### src/rtl/chmode_pkg.sv
package chmode_pkg;

  typedef enum logic [1:0] {
    RATE32 = 2'd0,
    RATE24 = 2'd1,
    RATE16 = 2'd2
  } rate_e;

  // settings offered by the selected source, before per-frame adjustment
  typedef struct packed {
    rate_e rate;
    logic  idle;
    logic  bypass;
    logic  mulaw;
    logic  encode;
  } chan_src_t;

  // latched per-frame mode
  typedef struct packed {
    logic  pad;
    logic  sig;
    rate_e rate;
    logic  idle;
    logic  bypass;
    logic  mulaw;
    logic  encode;
  } chan_mode_t;

  localparam chan_mode_t MODE_RST = '{pad: 1'b0, sig: 1'b0, rate: RATE32,
                                      idle: 1'b1, bypass: 1'b0,
                                      mulaw: 1'b0, encode: 1'b0};

endpackage

### src/rtl/chmode_alg_dec.sv
module chmode_alg_dec
  import chmode_pkg::*;
(
  input  logic [2:0] alg,
  output rate_e      rate
);

  always_comb begin
    case (alg)
      3'b111:  rate = RATE24;
      3'b101:  rate = RATE16;
      default: rate = RATE32;
    endcase
  end

endmodule

### src/rtl/chmode_hw_strap.sv
module chmode_hw_strap
  import chmode_pkg::*;
#(
  parameter int ARM_CYC = 16
) (
  input  logic  clk,
  input  logic  rst_n,
  input  logic  pin_a,
  input  logic  pin_b,
  output rate_e rate
);

  localparam int CW = $clog2(ARM_CYC + 1);
  localparam logic [CW-1:0] ARM_V = CW'(ARM_CYC);

  typedef enum logic [2:0] {
    S_INIT, S_WAIT, S_LOCK32, S_R24, S_R16
  } st_e;

  st_e           st;
  logic [CW-1:0] cnt;
  logic          both_hi;

  assign both_hi = pin_a & pin_b;

  always_ff @(posedge clk or negedge rst_n) begin
    if (!rst_n) begin
      st  <= S_INIT;
      cnt <= '0;
    end else begin
      case (st)
        S_INIT: st <= both_hi ? S_R16 : S_WAIT;
        S_WAIT: begin
          if (cnt != ARM_V) cnt <= cnt + CW'(1);
          if (both_hi) st <= (cnt == ARM_V) ? S_R24 : S_LOCK32;
        end
        default: st <= st;
      endcase
    end
  end

  always_comb begin
    case (st)
      S_R24:   rate = RATE24;
      S_R16:   rate = RATE16;
      default: rate = RATE32;
    endcase
  end

  AST_EARLY_RISE_KEEPS_32: assert property (@(posedge clk) disable iff (!rst_n)
    (st == S_WAIT && both_hi && cnt != ARM_V) |=> (rate == RATE32));

  AST_STRAP_HIGH_GIVES_16: assert property (@(posedge clk) disable iff (!rst_n)
    (st == S_INIT && both_hi) |=> (rate == RATE16));

endmodule

### src/rtl/chmode_fs_det.sv
module chmode_fs_det #(
  parameter int CNT_W = 3
) (
  input  logic clk,
  input  logic rst_n,
  input  logic tick,
  input  logic fs,
  output logic evt,
  output logic wide
);

  localparam logic [CNT_W-1:0] CNT_MAX = {CNT_W{1'b1}};

  logic             fs_q;
  logic [CNT_W-1:0] hi_cnt;

  always_ff @(posedge clk or negedge rst_n) begin
    if (!rst_n) begin
      fs_q   <= 1'b0;
      hi_cnt <= '0;
    end else if (tick) begin
      fs_q <= fs;
      if (!fs)                   hi_cnt <= '0;
      else if (hi_cnt != CNT_MAX) hi_cnt <= hi_cnt + CNT_W'(1);
    end
  end

  assign evt  = tick & fs_q & ~fs;
  assign wide = (hi_cnt >= CNT_W'(2));

  AST_FALL_AFTER_HIGH: assert property (@(posedge clk) disable iff (!rst_n)
    evt |-> (hi_cnt != '0));

endmodule

### src/rtl/chmode_chan_latch.sv
module chmode_chan_latch
  import chmode_pkg::*;
(
  input  logic       clk,
  input  logic       rst_n,
  input  logic       evt,
  input  logic       wide,
  input  logic       sw_mode,
  input  chan_src_t  src,
  output chan_mode_t mode,
  output logic       upd
);

  logic steal;
  assign steal = wide && (src.rate == RATE32);

  always_ff @(posedge clk or negedge rst_n) begin
    if (!rst_n) begin
      mode <= MODE_RST;
      upd  <= 1'b0;
    end else begin
      upd <= evt;
      if (evt) begin
        mode.rate   <= steal ? RATE24 : src.rate;
        mode.sig    <= steal;
        mode.pad    <= sw_mode && src.encode && (src.rate == RATE24);
        mode.idle   <= src.idle;
        mode.bypass <= src.bypass;
        mode.mulaw  <= src.mulaw;
        mode.encode <= src.encode;
      end
    end
  end

  AST_SIG_RUNS_24: assert property (@(posedge clk) disable iff (!rst_n)
    mode.sig |-> (mode.rate == RATE24));

  AST_PAD_ONLY_PROGRAMMED_24: assert property (@(posedge clk) disable iff (!rst_n)
    mode.pad |-> (mode.encode && mode.rate == RATE24 && !mode.sig));

  AST_MODE_HOLD: assert property (@(posedge clk) disable iff (!rst_n)
    !evt |=> $stable(mode));

  AST_UPD_SINGLE: assert property (@(posedge clk) disable iff (!rst_n)
    upd |=> !upd);

endmodule

### src/rtl/chmode_ctrl.sv
module chmode_ctrl
  import chmode_pkg::*;
#(
  parameter int ARM_CYC = 16,
  parameter int FS_CNT_W = 3
) (
  input  logic       clk,
  input  logic       rst_n,
  input  logic       bit_tick,
  input  logic       sw_mode,
  input  logic [6:0] cfg_x,
  input  logic [6:0] cfg_y,
  input  logic [5:0] hw_strap,
  input  logic       hw_idle_x,
  input  logic       hw_idle_y,
  input  logic       fs_x,
  input  logic       fs_y,
  output logic [7:0] mode_x,
  output logic [7:0] mode_y,
  output logic       upd_x,
  output logic       upd_y,
  output logic       standby
);

  localparam int NCH = 2;
  localparam int PINS_PER_CH = 3;

  rate_e      hw_rate;
  logic [6:0] cfg_a  [NCH];
  logic       fs_a   [NCH];
  logic       hidl_a [NCH];
  chan_mode_t mode_a [NCH];
  logic       upd_a  [NCH];

  assign cfg_a[0]  = cfg_x;
  assign cfg_a[1]  = cfg_y;
  assign fs_a[0]   = fs_x;
  assign fs_a[1]   = fs_y;
  assign hidl_a[0] = hw_idle_x;
  assign hidl_a[1] = hw_idle_y;

  chmode_hw_strap #(.ARM_CYC(ARM_CYC)) u_strap (
    .clk   (clk),
    .rst_n (rst_n),
    .pin_a (hw_strap[1]),
    .pin_b (hw_strap[4]),
    .rate  (hw_rate)
  );

  for (genvar c = 0; c < NCH; c++) begin : g_ch
    rate_e     sw_rate;
    chan_src_t src;
    logic      evt, wide;

    chmode_alg_dec u_dec (
      .alg  (cfg_a[c][6:4]),
      .rate (sw_rate)
    );

    always_comb begin
      if (sw_mode) begin
        src.rate   = sw_rate;
        src.idle   = cfg_a[c][3];
        src.bypass = cfg_a[c][2];
        src.mulaw  = cfg_a[c][1];
        src.encode = cfg_a[c][0];
      end else begin
        src.rate   = hw_rate;
        src.idle   = hidl_a[c];
        src.bypass = 1'b0;
        src.mulaw  = hw_strap[c*PINS_PER_CH + 2];
        src.encode = hw_strap[c*PINS_PER_CH];
      end
    end

    chmode_fs_det #(.CNT_W(FS_CNT_W)) u_fs (
      .clk   (clk),
      .rst_n (rst_n),
      .tick  (bit_tick),
      .fs    (fs_a[c]),
      .evt   (evt),
      .wide  (wide)
    );

    chmode_chan_latch u_lat (
      .clk     (clk),
      .rst_n   (rst_n),
      .evt     (evt),
      .wide    (wide),
      .sw_mode (sw_mode),
      .src     (src),
      .mode    (mode_a[c]),
      .upd     (upd_a[c])
    );
  end

  assign mode_x  = mode_a[0];
  assign mode_y  = mode_a[1];
  assign upd_x   = upd_a[0];
  assign upd_y   = upd_a[1];
  assign standby = mode_a[0].idle & mode_a[1].idle;

  AST_HW_NO_BYPASS_X: assert property (@(posedge clk) disable iff (!rst_n)
    (upd_x && !$past(sw_mode)) |-> !mode_x[2]);

  AST_HW_NO_BYPASS_Y: assert property (@(posedge clk) disable iff (!rst_n)
    (upd_y && !$past(sw_mode)) |-> !mode_y[2]);

endmodule

### config.mk
export PLATFORM = sky130hd
export DESIGN_NAME = chmode_ctrl
export DESIGN_NICKNAME = d
export VERILOG_FILES = /design/src/rtl/chmode_pkg.sv /design/src/rtl/chmode_alg_dec.sv /design/src/rtl/chmode_hw_strap.sv /design/src/rtl/chmode_fs_det.sv /design/src/rtl/chmode_chan_latch.sv /design/src/rtl/chmode_ctrl.sv
export SDC_FILE = /design/constraint.sdc
export NUM_CORES = 1
export LEC_CHECK = 0
export ABC_AREA = 1
export BUFFER_PORTS_ARGS = -buffer_cell sky130_fd_sc_hd__buf_2
export CELL_PAD_IN_SITES_DETAIL_PLACEMENT = 1
export CELL_PAD_IN_SITES_GLOBAL_PLACEMENT = 2
export CORE_ASPECT_RATIO = 0.75
export CORE_MARGIN = 3
export CORE_UTILIZATION = 32
export CTS_CLUSTER_DIAMETER = 80
export DETAILED_ROUTE_END_ITERATION = 16
export PLACE_DENSITY_LB_ADDON = 0.1
export SLEW_MARGIN = 25
export SYNTH_ARGS = -nofsm -noshare
export SYNTH_HDL_FRONTEND = slang
export SYNTH_SLANG_ARGS = --single-unit
### constraint.sdc
create_clock -name clk -period 2.69 [get_ports clk]
set_input_delay 0.1345 -clock clk [delete_from_list [all_inputs] [get_ports clk]]
set_output_delay 0.1345 -clock clk [all_outputs]
set_load 0.01 [all_outputs]
# After elaboration in Yosys (flattened, before gate mapping)
# Index checks and enable logic that the tools add are counted.
totals:
  reg_bits: 34
  input_bits: 28
  out_inout_bits: 19
  wordCells: 80
op_classes:
  add_sub_neg: 3
  order_cmp: 2
  n_eq_ne: 16
  n_mux: 15
  bitwise: 8
  reduce_logical: 14
op_table:
  columns: ["cell", "count"]
  rows:
  - ["3-bit 2-to-1 mux", 6]
  - ["3-bit == test, second input constant", 5]
  - ["6-bit 2-to-1 mux", 2]
  - ["2-bit case mux with 2 select lines", 3]
  - ["2-bit AND reduction", 4]
  - ["3-bit by 1-bit adder with 3-bit output, second input constant", 2]
  - ["1-bit bitwise AND", 6]
  - ["3-bit by 2-bit greater-or-equal comparator with 1-bit output, second input constant", 2]
  - ["1-bit logical AND", 6]
  - ["2-bit by 1-bit inequality test with 1-bit output, second input constant", 3]
  - ["3-bit inequality test, second input constant", 2]
  - ["3-bit case mux with 2 select lines", 1]
  - ["5-bit by 1-bit adder with 5-bit output, second input constant", 1]
  - ["5-bit == test, second input constant", 1]
  - ["5-bit inequality test, second input constant", 1]
  - ["2-bit by 1-bit == test with 1-bit output, second input constant", 2]
  - ["2-bit zero test", 2]
  - ["2-bit 2-to-1 mux", 2]
  - ["3-bit by 1-bit == test with 1-bit output, second input constant", 1]
  - ["3-bit by 2-bit == test with 1-bit output, second input constant", 1]
  - ["3-bit zero test", 1]
  - ["1-bit NOT", 2]
  - ["2-bit nonzero test", 1]
  - ["1-bit 2-to-1 mux", 1]

# Longest topological paths before layout
logic_depth:
  depth_word: 6
  ltp_mapped: 8
  depth_no_buf: 8

# Hierarchy
# From an unflattened synthesis, not the netlist that was laid out.
unflattened:
  cells_unflattened: 235
  area_unflattened_um2: 1730.4
by_module_without_submodules:
  columns: ["module", "n_inst", "cells_per_inst", "area_per_inst_um2", "seq_area_each_um2"]
  rows:
  - ["chmode_chan_latch", 2, 37, 337.8, 226.5]
  - ["chmode_hw_strap", 1, 67, 476.7, 200.2]
  - ["chmode_fs_det", 2, 25, 202.7, 100.1]
  - ["chmode_ctrl", 1, 36, 142.6, 0.0]
  - ["chmode_alg_dec", 2, 4, 15.0, 0.0]

# Least setup slack after synthesis
# OpenSTA, ideal clock, no wires.
synth_path:
  path_type: "register -> register"
  startpoint: "reg g_ch[0].u_fs.hi_cnt[1]"
  endpoint: "reg g_ch[0].u_fs.hi_cnt[0]"
  setup_ns: 0.083
  t_arrival_ns: 1.098
  required_ns: 2.607
  path_slack_ns: 1.510
  path_stages_with_launch: 6
  n_path_buf: 0
  period_less_slack_ns: 1.180
  cell_sequence: "dfrtp_1 ha_1 ha_1 a21oi_1 nand3_1 o21ai_0"
synth_via:
  elab_chain_cells: 3
synth_lines:
  columns: ["item", "line_no", "source"]
  rows:
  - ["from (decl)", "chmode_fs_det.sv:15", "logic [CNT_W-1:0] hi_cnt;"]
  - ["from (signal assigned)", "chmode_fs_det.sv:24", "else if (hi_cnt != CNT_MAX) hi_cnt <= hi_cnt + CNT_W'(1);"]
  - ["3-bit inequality test", "chmode_fs_det.sv:24", null]
  - ["2-bit by 1-bit inequality test with 1-bit output (no source line)", null, null]
  - ["2-bit AND reduction (no source line)", null, null]
# No other way between the ends.
# A chain may end at the register's enable or synchronous reset.

# Worst setup path after layout
# Ends and elaborated chain as after synthesis.

==> impl_metrics.prom <==
# TYPE chip_impl_metric gauge
chip_impl_metric{name="timing.slew.headroom",unit="%"} 48.8
chip_impl_info{name="start_kind",value="register"} 1
chip_impl_metric{name="min_period",unit="ns"} 1.32
chip_impl_metric{name="finalWeightedCongestion",unit=""} 0.781
chip_impl_metric{name="power.share.clock",unit="%"} 29.0
chip_impl_metric{name="cp.arrival",unit="ns"} 1.52
chip_impl_metric{name="antenna_cells",unit=""} 0
chip_impl_metric{name="clock-skew-final",unit="ns"} 0.00637
chip_impl_info{name="grt_setup_unrepaired",value="false"} 1
chip_impl_metric{name="fmax",unit="GHz"} 0.759
chip_impl_metric{name="timing.final.max_slew_violations",unit=""} 0
chip_impl_metric{name="fp.coreArea",unit="um2"} 5010
chip_impl_metric{name="largest_fanout_of_any_net_on_the_critical_path",unit=""} 4
chip_impl_metric{name="pin_count_of_the_biggest_net_entering_global_routing",unit=""} 35
chip_impl_metric{name="cts.sinks",unit=""} 34
chip_impl_metric{name="clk_transition_reported_paths",unit="ns"} 0.07
chip_impl_metric{name="async_flop_share",unit="%"} 100
chip_impl_metric{name="antenna_left",unit=""} 0
chip_impl_metric{name="avgSynthCellArea",unit="um2"} 8.61
chip_impl_metric{name="worstSkewPairLatency",unit="ns"} 0.28
chip_impl_metric{name="floorplan.rows",unit=""} 22
chip_impl_info{name="cts_tree",value="done"} 1
chip_impl_info{name="critical_path.reg2reg.startpoint",value="g_ch[0].u_fs.hi_cnt[1]$_DFFE_PN0P_"} 1
chip_impl_metric{name="drive_gt1_share",unit="%"} 27.2
chip_impl_metric{name="routed-via-count",unit=""} 1399
chip_impl_info{name="crit_path_end",value="g_ch[0].u_fs.hi_cnt[0]$_DFFE_PN0P_"} 1
chip_impl_metric{name="postPlaceCellArea",unit="um2"} 1990
chip_impl_metric{name="avgViaCountPerCell",unit=""} 4.34
chip_impl_metric{name="post-dp-hpwl",unit="um"} 2930
chip_impl_metric{name="dr.pass1.iters",unit=""} 4
chip_impl_metric{name="mappedNetlistArea",unit="um2"} 1700
chip_impl_metric{name="boundaryPins",unit=""} 47
chip_impl_metric{name="finish.net_count",unit=""} 285
chip_impl_metric{name="yosys_register_bits",unit=""} 34
chip_impl_metric{name="cap_violations",unit=""} 0
chip_impl_info{name="ys_top_cells_by_area",value="dfrtp_1 47%, nand2_1 13%, ha_1 5.9%"} 1
chip_impl_metric{name="grt-ovfl-total",unit=""} 0
chip_impl_metric{name="finalInstanceArea",unit="um2"} 2080
chip_impl_metric{name="fillerInstances",unit=""} 642
chip_impl_info{name="ys_top_cells_by_count",value="60 x nand2_1, 32 x dfrtp_1, 19 x inv_1, 19 x nor2_1, 14 x nand3_1"} 1
chip_impl_metric{name="synthesis.yosys.warnings",unit=""} 0
chip_impl_metric{name="grt_first_pass_wirelength",unit="um"} 6820
chip_impl_metric{name="floorplan.die.height",unit="um"} 69.0
chip_impl_info{name="yosysTopAreaCell",value="dfrtp_1"} 1
chip_impl_metric{name="timing.reg2reg.setup_slack",unit="ns"} 1.37
chip_impl_metric{name="finalSetupViolCount",unit=""} 0
chip_impl_metric{name="power.combinational.fraction",unit="%"} 21.0
chip_impl_metric{name="worst_case_setup_slack_after_placement",unit="ns"} 1.37
chip_impl_info{name="yosysMostFrequentCell",value="nand2_1"} 1
chip_impl_metric{name="ctsLongestPathBuffers",unit=""} 2
chip_impl_info{name="rr_endpoint",value="g_ch[0].u_fs.hi_cnt[0]$_DFFE_PN0P_"} 1
chip_impl_info{name="criticalPathCategory",value="reg2reg"} 1
chip_impl_metric{name="timing_worst_slew_pin_value",unit="ns"} 0.767
chip_impl_metric{name="cts.htree.levels",unit=""} 2
chip_impl_metric{name="timing_hold_violations_final",unit=""} 0
chip_impl_metric{name="flow.area_growth_from_synthesis",unit="%"} 22.7
chip_impl_metric{name="setup_ws",unit="ns"} 1.37
chip_impl_info{name="cp-end-kind",value="register"} 1
chip_impl_metric{name="ir_worst_vdd",unit="uV"} 249
chip_impl_metric{name="setup_total_negative_slack",unit="ns"} 0
chip_impl_metric{name="static-leakage-power",unit="nW"} 1.11
chip_impl_metric{name="timing.reg2reg.worst_path_depth",unit=""} 5
chip_impl_metric{name="internal_power",unit="mW"} 0.877
chip_impl_info{name="postSynth.topFlopCell",value="dfrtp_1"} 1
chip_impl_metric{name="worstPathRequired",unit="ns"} 2.90
chip_impl_metric{name="synth_edf_count",unit=""} 0
chip_impl_metric{name="grt_usage",unit="%"} 13.4
chip_impl_metric{name="p_per_area",unit="nW/um2"} 595
chip_impl_metric{name="initial_util",unit="%"} 33.8
chip_impl_metric{name="die-width",unit="um"} 90.1
chip_impl_metric{name="power.share.switching",unit="%"} 29.2
chip_impl_metric{name="first_iter_violations",unit=""} 56
chip_impl_metric{name="antenna_found_initial",unit=""} 0
chip_impl_metric{name="synth_seq_area_share",unit="%"} 50.3
chip_impl_metric{name="vias_in_the_first_global_route",unit=""} 1483
chip_impl_metric{name="util_after_layout",unit="%"} 41.5
chip_impl_info{name="hold_class",value="in2reg"} 1
chip_impl_metric{name="power.sequential.fraction",unit="%"} 49.9
chip_impl_metric{name="net_switching_power",unit="mW"} 0.362
chip_impl_metric{name="final_wl",unit="um"} 3830
chip_impl_metric{name="layout_worst_path_cycle_share",unit="%"} 49.0
chip_impl_metric{name="drc",unit=""} 0
chip_impl_metric{name="post_cts_resize_count",unit=""} 0
chip_impl_metric{name="cts_buffers",unit=""} 5
chip_impl_info{name="cts_root_buffer",value="clkbuf_8"} 1
chip_impl_metric{name="route.detailed.wl_per_inst",unit="um"} 11.9
chip_impl_metric{name="synthDistinctLibCells",unit=""} 29
chip_impl_metric{name="die_area",unit="um2"} 6220
chip_impl_metric{name="synthDominantCellAreaShare",unit="%"} 47.2
chip_impl_info{name="cp-startpoint",value="g_ch[0].u_fs.hi_cnt[1]$_DFFE_PN0P_"} 1
chip_impl_metric{name="syn-num-nets",unit=""} 233
chip_impl_metric{name="netlist_instances",unit=""} 197
chip_impl_metric{name="port_buffers",unit=""} 46
chip_impl_info{name="outcome",value="complete, no violations"} 1
[power by group through the flow]
stage / Sequential (mW) / Combinational, mW / Clock [mW]
CTS: 0.620 / 0.267 / 0.379
global placement: 0.627 / 0.265 / 0
finish: 0.618 / 0.261 / 0.360
global route: 0.629 / 0.302 / 0.401
floorplan: 0.652 / 0.125 / 0
detailed placement: 0.629 / 0.264 / 0
[area by class of cell]
| type | instances | area, um2 | share of cell area, % |
|---|---|---|---|
| multi-input combinational | 138 | 727 | 34.9 |
| sequential | 34 | 853 | 41.0 |
| tap | 72 | 90.1 | 4.33 |
| timing repair buffer | 47 | 240 | 11.5 |
| inverter | 23 | 90.1 | 4.33 |
| clock buffer | 8 | 80.1 | 3.85 |
[cells by family (layout without fill, tap and decap cells)]
| kind of cell | count (synthesis) | count (layout) | synth area share [%] |
|---|---|---|---|
| simple gates | 105 | 105 | 26.8 |
| xor+xnor | 4 | 4 | 2.07 |
| compound gates | 21 | 21 | 8.12 |
| fa+ha+maj | 8 | 8 | 5.90 |
| flops | 34 | 34 | 50.3 |
| buf+inv | 25 | 78 | 6.79 |
[critical path: stages (launching register included)]
cell     delay [ns]
dfrtp_1        0.41
ha_1           0.19
ha_1           0.19
a21oi_1        0.27
nand3_1        0.10
o21ai_0        0.08
[how the worst min path moves through the flow]
stage          startpoint                                  to  cells past startpoint
2_1_floorplan       rst_n       g_ch[0].u_fs.fs_q$_DFFE_PN0P_                      0
3_3_place_gp        rst_n  g_ch[1].u_fs.hi_cnt[0]$_DFFE_PN0P_                      1
3_5_place_dp        rst_n  g_ch[1].u_fs.hi_cnt[0]$_DFFE_PN0P_                      1
4_1_cts         hw_idle_y   g_ch[1].u_lat.mode[3]$_DFFE_PN1P_                      3
5_1_grt         hw_idle_y   g_ch[1].u_lat.mode[3]$_DFFE_PN1P_                      3
6_report        hw_idle_y   g_ch[1].u_lat.mode[3]$_DFFE_PN1P_                      3
[routing by layer]
metal	share of wire [%]	up-vias	track usage (%)	wire length (um)
met5	0	-	0	0
met4	0.52	0	3.57	20
met3	4.8	3	4.25	183
met2	43	25	20.5	1650
met1	52	641	18.4	1980
li1	-	730	-	-
[repair_timing]
item	in CTS	in global routing
hold buffers	1	0
buffers inserted	0	0
endpoints found under the hold margin	32	0
setup endpoints to repair	0	0
[sequential cells by signal, summed over array words and instances (netlist names)]
signal,cells
u_strap.cnt,5
g_ch.u_lat.upd,2
g_ch.u_fs.hi_cnt,6
g_ch.u_lat.mode,16
g_ch.u_fs.fs_q,2
u_strap.st,3
[metrics by stage]
step	hold WS, ns	power (mW)	cells
2_1_floorplan	-0.161	0.777	197
3_3_place_gp	0.260	0.891	313
3_5_place_dp	0.268	0.894	313
6_report	0.0836	1.24	322
5_1_grt	0.0924	1.33	322
4_1_cts	0.0786	1.27	322
[cell usage in the layout (no fill, tap or decap), types with 3 or more instances in the layout]
cell type / netlist / layout
nand2_1: 60 / 60
buf_2: 1 / 46
dfrtp_1: 32 / 32
inv_1: 19 / 19
nor2_1: 19 / 19
nand3_1: 14 / 14
o21ai_0: 9 / 9
ha_1: 8 / 8
clkbuf_8: 0 / 5
nor2_2: 4 / 4
a31oi_2: 3 / 3
a21oi_1: 3 / 3
nand4_1: 3 / 3
clkbuf_1: 0 / 3
Note: power is estimated with default switching activity, not from simulation.
